`src/rtl/bitclr_pkg.sv`:
```
`timescale 1ns/1ps
package bitclr_pkg;
  typedef enum logic [2:0] {
    ST_OPC  = 3'd0,
    ST_OPR  = 3'd1,
    ST_RD   = 3'd2,
    ST_GAP  = 3'd3,
    ST_WR   = 3'd4,
    ST_HALT = 3'd5
  } seq_state_e;

  localparam int unsigned OPC_FIELD_LO = 4;
  localparam logic [3:0]  OPC_LOW_NIB  = 4'h7;
endpackage

```
`src/rtl/bitclr_rst_sync.sv`:
```
`timescale 1ns/1ps
module bitclr_rst_sync #(
  parameter int unsigned STAGES = 2
) (
  input  logic clk,
  input  logic rst_n,
  output logic rst_sync_n
);
  logic [STAGES-1:0] chain_q;

  always_ff @(posedge clk or negedge rst_n) begin
    if (!rst_n) chain_q <= '0;
    else        chain_q <= {chain_q[STAGES-2:0], 1'b1};
  end

  assign rst_sync_n = chain_q[STAGES-1];
endmodule

```
`src/rtl/bitclr_decode.sv`:
```
`timescale 1ns/1ps
module bitclr_decode import bitclr_pkg::*; #(
  parameter int unsigned DATA_W = 8
) (
  input  logic [DATA_W-1:0] opcode,
  output logic              op_ok,
  output logic [DATA_W-1:0] keep_mask
);
  localparam int unsigned IDX_W  = $clog2(DATA_W);
  localparam int unsigned FLD_LO = OPC_FIELD_LO;
  localparam int unsigned FLD_HI = FLD_LO + IDX_W - 1;

  logic [IDX_W-1:0] bit_idx;
  logic             upper_clear;

  assign bit_idx = opcode[FLD_HI:FLD_LO];

  generate
    if (FLD_HI + 1 <= DATA_W - 1) begin : g_upper
      assign upper_clear = (opcode[DATA_W-1:FLD_HI+1] == '0);
    end else begin : g_no_upper
      assign upper_clear = 1'b1;
    end
  endgenerate

  assign op_ok = upper_clear && (opcode[3:0] == OPC_LOW_NIB);

  generate
    for (genvar i = 0; i < DATA_W; i++) begin : g_mask
      assign keep_mask[i] = (bit_idx != IDX_W'(i));
    end
  endgenerate
endmodule

```
`src/rtl/bitclr_fsm.sv`:
```
`timescale 1ns/1ps
module bitclr_fsm import bitclr_pkg::*; (
  input  logic       clk,
  input  logic       rst_n,
  input  logic       op_ok,
  output seq_state_e state
);
  seq_state_e state_q, state_d;

  always_comb begin
    state_d = state_q;
    unique case (state_q)
      ST_OPC:  state_d = ST_OPR;
      ST_OPR:  state_d = op_ok ? ST_RD : ST_HALT;
      ST_RD:   state_d = ST_GAP;
      ST_GAP:  state_d = ST_WR;
      ST_WR:   state_d = ST_OPC;
      ST_HALT: state_d = ST_HALT;
      default: state_d = ST_HALT;
    endcase
  end

  always_ff @(posedge clk or negedge rst_n) begin
    if (!rst_n) state_q <= ST_OPC;
    else        state_q <= state_d;
  end

  assign state = state_q;

  a_r8_halt_sticky: assert property (@(posedge clk) disable iff (!rst_n)
    (state_q == ST_HALT) |=> (state_q == ST_HALT));
endmodule

```
`src/rtl/bitclr_datapath.sv`:
```
`timescale 1ns/1ps
module bitclr_datapath import bitclr_pkg::*; #(
  parameter int unsigned ADDR_W = 16,
  parameter int unsigned DATA_W = 8,
  parameter int unsigned CNT_W  = 32
) (
  input  logic              clk,
  input  logic              rst_n,
  input  seq_state_e        state,
  input  logic [DATA_W-1:0] mem_rdata,
  output logic              op_ok,
  output logic [ADDR_W-1:0] mem_addr,
  output logic [DATA_W-1:0] mem_wdata,
  output logic              mem_we,
  output logic [ADDR_W-1:0] pc,
  output logic [CNT_W-1:0]  cycle_cnt,
  output logic              illegal_op
);
  localparam int unsigned PAGE_W  = ADDR_W - DATA_W;
  localparam logic [ADDR_W-1:0] PC_STEP = ADDR_W'(2);

  logic [ADDR_W-1:0] pc_q, pc_d;
  logic [DATA_W-1:0] opc_q, zp_q, dat_q;
  logic [CNT_W-1:0]  cnt_q, cnt_d;
  logic              ill_q;
  logic              pc_en, opc_en, zp_en, dat_en, cnt_en, ill_en;
  logic [DATA_W-1:0] dec_in, keep_mask;
  logic [ADDR_W-1:0] zp_addr, addr_d;

  // Decode the fresh opcode during operand fetch, the held one afterwards
  assign dec_in = (state == ST_OPR) ? mem_rdata : opc_q;

  bitclr_decode #(.DATA_W(DATA_W)) u_decode (
    .opcode    (dec_in),
    .op_ok     (op_ok),
    .keep_mask (keep_mask)
  );

  // Clock enables
  assign opc_en = (state == ST_OPR);
  assign zp_en  = (state == ST_RD);
  assign dat_en = (state == ST_GAP);
  assign pc_en  = (state == ST_WR);
  assign cnt_en = (state != ST_HALT);
  assign ill_en = (state == ST_OPR) && !op_ok;

  assign pc_d  = pc_q + PC_STEP;
  assign cnt_d = cnt_q + CNT_W'(1);

  assign zp_addr = {{PAGE_W{1'b0}}, zp_q};

  always_comb begin
    unique case (state)
      ST_OPC:  addr_d = pc_q;
      ST_OPR:  addr_d = pc_q + ADDR_W'(1);
      ST_RD:   addr_d = {{PAGE_W{1'b0}}, mem_rdata};
      ST_GAP:  addr_d = zp_addr;
      ST_WR:   addr_d = zp_addr;
      default: addr_d = pc_q;
    endcase
  end

  always_ff @(posedge clk or negedge rst_n) begin
    if (!rst_n) begin
      pc_q  <= '0;
      opc_q <= '0;
      zp_q  <= '0;
      dat_q <= '0;
      cnt_q <= '0;
      ill_q <= 1'b0;
    end else begin
      if (pc_en)  pc_q  <= pc_d;
      if (opc_en) opc_q <= mem_rdata;
      if (zp_en)  zp_q  <= mem_rdata;
      if (dat_en) dat_q <= mem_rdata;
      if (cnt_en) cnt_q <= cnt_d;
      if (ill_en) ill_q <= 1'b1;
    end
  end

  assign mem_addr   = addr_d;
  assign mem_we     = (state == ST_WR);
  assign mem_wdata  = dat_q & keep_mask;
  assign pc         = pc_q;
  assign cycle_cnt  = cnt_q;
  assign illegal_op = ill_q;

  a_r2_keep_other_bits: assert property (@(posedge clk) disable iff (!rst_n)
    mem_we |-> (((mem_wdata ^ $past(mem_rdata)) & keep_mask) == '0));

  a_r2_one_bit_zero: assert property (@(posedge clk) disable iff (!rst_n)
    mem_we |-> ($countones(~keep_mask) == 1) && ((mem_wdata & ~keep_mask) == '0));

  a_r3_zero_page: assert property (@(posedge clk) disable iff (!rst_n)
    mem_we |-> (mem_addr[ADDR_W-1:DATA_W] == '0) && (mem_addr == $past(mem_addr)));

  a_r4_pc_step: assert property (@(posedge clk) disable iff (!rst_n)
    (pc_q != $past(pc_q)) |-> (pc_q == $past(pc_q) + PC_STEP));

  a_r5_cnt_step: assert property (@(posedge clk) disable iff (!rst_n)
    (cnt_q == $past(cnt_q)) || (cnt_q == $past(cnt_q) + CNT_W'(1)));

  a_r8_frozen: assert property (@(posedge clk) disable iff (!rst_n)
    ill_q |=> ill_q && $stable(pc_q) && $stable(cnt_q) && !mem_we);
endmodule

```
`src/rtl/bitclr_seq.sv`:
```
`timescale 1ns/1ps
module bitclr_seq import bitclr_pkg::*; #(
  parameter int unsigned ADDR_W = 16,
  parameter int unsigned DATA_W = 8,
  parameter int unsigned CNT_W  = 32,
  parameter int unsigned SYNC_STAGES = 2
) (
  input  logic              clk,
  input  logic              rst_n,
  output logic [ADDR_W-1:0] mem_addr,
  input  logic [DATA_W-1:0] mem_rdata,
  output logic [DATA_W-1:0] mem_wdata,
  output logic              mem_we,
  output logic [ADDR_W-1:0] pc,
  output logic [CNT_W-1:0]  cycle_cnt,
  output logic              illegal_op
);
  localparam int unsigned INSTR_CYCLES = 5;

  logic       rst_i_n;
  logic       op_ok;
  seq_state_e state;

  bitclr_rst_sync #(.STAGES(SYNC_STAGES)) u_rst_sync (
    .clk        (clk),
    .rst_n      (rst_n),
    .rst_sync_n (rst_i_n)
  );

  bitclr_fsm u_fsm (
    .clk   (clk),
    .rst_n (rst_i_n),
    .op_ok (op_ok),
    .state (state)
  );

  bitclr_datapath #(
    .ADDR_W (ADDR_W),
    .DATA_W (DATA_W),
    .CNT_W  (CNT_W)
  ) u_dp (
    .clk        (clk),
    .rst_n      (rst_i_n),
    .state      (state),
    .mem_rdata  (mem_rdata),
    .op_ok      (op_ok),
    .mem_addr   (mem_addr),
    .mem_wdata  (mem_wdata),
    .mem_we     (mem_we),
    .pc         (pc),
    .cycle_cnt  (cycle_cnt),
    .illegal_op (illegal_op)
  );

  a_r6_single_write: assert property (@(posedge clk) disable iff (!rst_i_n)
    mem_we |=> !mem_we);

  a_r5_five_per_instr: assert property (@(posedge clk) disable iff (!rst_i_n)
    mem_we |=> ((cycle_cnt % CNT_W'(INSTR_CYCLES)) == '0));

  a_r6_fetch_after_write: assert property (@(posedge clk) disable iff (!rst_i_n)
    mem_we |=> (mem_addr == pc));
endmodule

```
`config.mk`:
```
export PLATFORM = sky130hd
export DESIGN_NAME = bitclr_seq
export DESIGN_NICKNAME = d
export VERILOG_FILES = /design/src/rtl/bitclr_pkg.sv /design/src/rtl/bitclr_rst_sync.sv /design/src/rtl/bitclr_decode.sv /design/src/rtl/bitclr_fsm.sv /design/src/rtl/bitclr_datapath.sv /design/src/rtl/bitclr_seq.sv
export SDC_FILE = /design/constraint.sdc
export NUM_CORES = 1
export LEC_CHECK = 0
export BUFFER_PORTS_ARGS = -buffer_cell sky130_fd_sc_hd__buf_2
export CORE_MARGIN = 2
export CORE_UTILIZATION = 35
export CTS_BUF_LIST = sky130_fd_sc_hd__clkbuf_8
export DETAILED_ROUTE_END_ITERATION = 7
export PLACE_DENSITY = 0.57
export SLEW_MARGIN = 5
export SYNTH_ARGS = -nofsm -noshare
export SYNTH_HDL_FRONTEND = slang
export SYNTH_SLANG_ARGS = --single-unit
```
`constraint.sdc`:
```
create_clock -name clk -period 2.9 [get_ports clk]
set_clock_uncertainty 0.05 [all_clocks]
set_input_delay 0.29 -clock clk [delete_from_list [all_inputs] [get_ports clk]]
set_output_delay 0.29 -clock clk [all_outputs]
set_load 0.03 [all_outputs]
```
Word level (Yosys, flattened, before mapping)
Cells that the tools add are included.

Add/subtract/negate cells: 3. Equality and inequality tests: 13. Mux-type cells: 4. Bitwise operators: 2. Reduce and logical (&&, ||, !) cells: 6.

Operators with widths (number): $pmux W16 S3 (1); $add A32 B1 Y32 const B (1); $add A16 B1 Y16 const B (1); $add A16 B2 Y16 const B (1); $ne A3 B3 Y1 const B (5); $pmux W3 S5 (1); $and A8 B8 Y8 (1); $mux W8 (1); $eq A3 B2 Y1 const B (2); $ne A3 B2 Y1 const B (2); $eq A4 B3 Y1 const B (1); $eq A3 B1 Y1 const B (1); $eq A3 B3 Y1 const B (1); $logic_not A3 Y1 (1); $mux W3 (1); $ne A3 B1 Y1 const B (1); $reduce_bool A3 Y1 (1); $logic_and A1 B1 Y1 (2); $reduce_or A2 Y1 (1); $logic_not A1 Y1 (1); $not A1 Y1 (1).

Flip-flop bits (word level): 78. Input port bits: 10. Output and inout bits: 74. Word-level logic and storage cells: 36.

Depth between registers and ports, before layout
Depth in word-level cells: 6. Depth in mapped cells: 7. Gate-level depth less buffers: 5.

By module
Synthesis repeated with hierarchy kept, for this count alone.

Cell total of the unflattened synthesis: 343. Area, all modules: 3779.9 um2.

Modules (own cells, without submodules): bitclr_datapath (times used 1, cells an instance 316, area an instance 3524.6 um2, sequential area each 1801.7 um2); bitclr_fsm (times used 1, cells an instance 13, area an instance 130.1 um2, sequential area each 75.1 um2); bitclr_decode (times used 1, cells an instance 11, area an instance 71.3 um2, sequential area each 0.0 um2); bitclr_rst_sync (times used 1, cells an instance 3, area an instance 53.8 um2, sequential area each 50.0 um2).

Least setup slack after synthesis
No wires, ideal clock.

Kind: flip-flop to output port. From: reg u_fsm.state_q[1], in the netlist u_fsm.state[1]. To: out mem_wdata[7]. Arrival time: 2.030 ns. Data required time: 2.560 ns. Setup slack: 0.530 ns. Cell stages (with the launch flop): 7. Buffers on the path: 2. Path through: dfrtp_1 -> buf_2 -> nor3b_1 -> buf_2 -> mux2i_1 -> inv_1 -> a21boi_0.

Cells in the longest elaborated chain, start to end: 4.

RTL lines: start: declaration (RTL line bitclr_fsm.sv:8) `seq_state_e state_q, state_d;`; start signal: assignment (RTL line bitclr_fsm.sv:25) `else state_q <= state_d;`; $eq A3 B1 Y1 (RTL line bitclr_datapath.sv:31) `assign dec_in = (state == ST_OPR) ? mem_rdata : opc_q;`; $mux W8 (RTL line bitclr_datapath.sv:31); named net u_dp.dec_in[4] (RTL line bitclr_datapath.sv:27) `logic [DATA_W-1:0] dec_in, keep_mask;`; $ne A3 B3 Y1 (RTL line bitclr_decode.sv:30) `assign keep_mask[i] = (bit_idx != IDX_W'(i));`; $and A8 B8 Y8 (RTL line bitclr_datapath.sv:83) `assign mem_wdata = dat_q & keep_mask;`; end: declaration (RTL line bitclr_seq.sv:12) `output logic [DATA_W-1:0] mem_wdata,`.

The timed path passes the listed nets, and every way through them passes these cells.

Worst setup path after layout
From: reg u_fsm.state_q[2], in the netlist u_fsm.state[2]. To: out mem_wdata[4].

The elaborated chain is that of the path after synthesis.

==> results.json <==
{
  "status": "finished clean",
  "maxSlewHeadroom_pct": 56.0,
  "wl_per_cell_um": 14.4,
  "overflow": 0,
  "cts-root-buf": "clkbuf_8",
  "final_cells": 561,
  "n_antenna_cell": 0,
  "routed_wl_um": 8070,
  "postLayoutSetupSlackWorst_ns": 0.207,
  "grt_pass1_vias": 2618,
  "leakage_nw": 1.98,
  "arrival_ns": 2.35,
  "clk_pin_slew_ns": 0.08,
  "dp_slack_ns": 0.593,
  "synthDistinctLibCells": 43,
  "ys_seq_area_share_pct": 51.3,
  "die_h_um": 104,
  "synth-warning-count": 0,
  "path_buf_inv": 3,
  "p_int_mw": 1.76,
  "grt_max_degree": 43,
  "dp_hpwl_um": 5770,
  "max_freq_mhz": 371,
  "io_pins": 84,
  "htreeDepth": 3,
  "cts_made_buffers": 9,
  "grt_usage_pct": 15.5,
  "tightest_slew_ns": 0.651,
  "crit_path_cell_trace": "nor3b_1 -> buf_4 -> mux2i_1 -> inv_1 -> o31a_1 -> buf_2",
  "final_nets": 435,
  "crit_required_ns": 2.56,
  "synth-main-ff-cell": "dfrtp_1",
  "grtUsageMet1_pct": 21.0,
  "synth_edf_count": 0,
  "period_share_pct": 92.9,
  "layout_commonest_cell": "buf_2",
  "final_core_util_pct": 43.7,
  "synth-async-reset-ratio_pct": 100,
  "crit_path_start_kind": "register",
  "start_util_pct": 35.9,
  "grt_pass1_wl_um": 13500,
  "ir_worst_vdd_mv": 0.348,
  "combPwrFrac_pct": 26.5,
  "crit_path_max_fanout": 18,
  "cp-end-kind": "output port",
  "power_density_mw_per_mm2": 651,
  "p_seq_share_pct": 43.7,
  "hold_path_class": "in -> reg",
  "critical_path.top_delay_family": "flip-flops",
  "cts_max_path_buffers": 2,
  "p_sw_mw": 1.02,
  "netlist_area_mm2": 0.00351,
  "io_buffers": 82,
  "maxCapViolCount": 0,
  "grt.busiest_layer": "met2",
  "setup_viol": 0,
  "p_clk_share_pct": 29.8,
  "placed_cells": 544,
  "drive_gt1_share_pct": 28.7,
  "rows": 36,
  "first_iter_violations": 98,
  "critPathMaxStageDelay_ns": 0.56,
  "syn_inst": 342,
  "core_area_mm2": 0.00977,
  "place_congestion": 0.790,
  "setup_tns_ns": 0,
  "die_w_um": 104,
  "sw_frac_of_total_pct": 36.7,
  "cts_tree": "built",
  "fin_crit_ns": 2.69,
  "avgSynthCellArea_um2": 10.3,
  "finalHoldViolCount": 0,
  "clk_latency_ns": 0.35,
  "synthesis.nets": 354,
  "syn2layout_area_growth_pct": 21.5,
  "ant_nets": 0,
  "synth_seq_cells": 72,
  "cts.sinks": 72,
  "layout_common_cells": "buf_2, dfrtp_1, nand2_1",
  "via_count": 2777,
  "cts_setup_buffers": 0,
  "grt_util_met2_pct": 23.4,
  "firstDrtPassIters": 4,
  "use_met3_pct": 3.26,
  "rsz0062_at_grt": "false",
  "die-area_mm2": 0.0109,
  "antenna_found_initial": 0,
  "routed_via_density": 4.95,
  "crit_type": "reg -> out",
  "remaining_drc_errors": 0,
  "maxSlewViolCount": 0,
  "cp_slowest_cell": "dfrtp_1"
}
==> state kept, by name, summed over array words and instances, names as in the netlist <==
name                flops
u_dp.cycle_cnt         32
u_dp.pc                15
u_dp.dat_q              8
u_dp.zp_q               8
u_dp.opc_q              3
u_fsm.state             3
u_rst_sync.chain_q      2
u_dp.illegal_op         1
==> synthesized netlist by cell type (8+ instances only) <==
cell type	number	share of area [%]
and3_1	12	2.1
dfrtp_1	72	51
inv_1	13	1.4
mux2_2	14	4.5
nand2_1	45	4.8
nand3_1	8	1.1
nand4_1	11	2.0
nor2_1	19	2.0
nor3_1	8	1.1
nor4_1	13	2.3
xnor2_1	19	4.7
xor2_1	26	6.5
==> final timing paths <==
path / slack, ns / startpoint / cells after the start / end
setup / recovery: 0.21 / u_fsm.state[2] / 6 / mem_wdata[4]
hold / removal: 0.13 / mem_rdata[3] / 3 / u_dp.zp_q[3]
setup reg to reg: 0.63 / u_fsm.state[2] / 4 / u_dp.pc[12]
hold reg to reg: 0.25 / u_rst_sync.chain_q[1] / 0 / u_dp.cycle_cnt[25]
max in group asynchronous: 1.89 / u_rst_sync.chain_q[1] / 1 / u_dp.opc_q[6]
min in group asynchronous: 0.20 / rst_n / 2 / u_rst_sync.chain_q[0]
==> layout make-up <==
| class | instances | area [um^2] |
|---|---|---|
| clock buffers | 10 | 138 |
| clock inverters | 6 | 68.8 |
| fillers | 980 | 5510 |
| inverters | 13 | 48.8 |
| multi-input cells | 240 | 1580 |
| flip-flops and latches | 72 | 1800 |
| well taps | 133 | 166 |
| repair buffers | 87 | 463 |
==> tightest hold or removal path: stages <==
cell	delay, ns
buf_2	0.11
nand2_1	0.05
nand2_1	0.05
==> through the flow <==
step	total power [mW]	hold slack, ns	cell area, um^2
CTS	2.80	0.119	4270
floorplan	1.75	-0.0556	3510
global placement	1.96	0.0255	4050
global route	2.93	0.132	4270
detailed placement	1.97	0.0280	4050
finish	2.78	0.134	4270
==> kinds of logic after synthesis <==
logic type               after synthesis  synth area share, %
adder cells (fa/ha/maj)                2                0.712
flip-flops                            72                 51.3
AND/OR/NAND/NOR                      142                 21.3
other                                  2                0.214
XOR/XNOR                              45                 11.2
AO/OA/AOI/OAI                         32                 6.09
buffers and inverters                 30                 3.81
multiplexers                          17                 5.34
==> power groups by stage <==
| stage | sequential [mW] | clock, mW | combinational [mW] |
|---|---|---|---|
| 2_1_floorplan | 1.31 | 0 | 0.439 |
| 3_3_place_gp | 1.23 | 0 | 0.726 |
| 3_5_place_dp | 1.23 | 0 | 0.735 |
| 4_1_cts | 1.22 | 0.851 | 0.738 |
| 5_1_grt | 1.24 | 0.906 | 0.788 |
| 6_report | 1.22 | 0.828 | 0.736 |
==> routing by layer <==
metal	share of wire, %	vias up
li1	-	1348
met3	4.5	18
met2	45	69
met1	48	1342
met5	0	-
met4	2.7	0
==> repair_timing <==
item / in CTS / in global routing
hold buffers: 1 / 0
resized for setup: 0 / 1
endpoints found under the hold margin: 2 / 0
setup endpoints to repair: 0 / 1
Power figures use the tool's default switching activity.
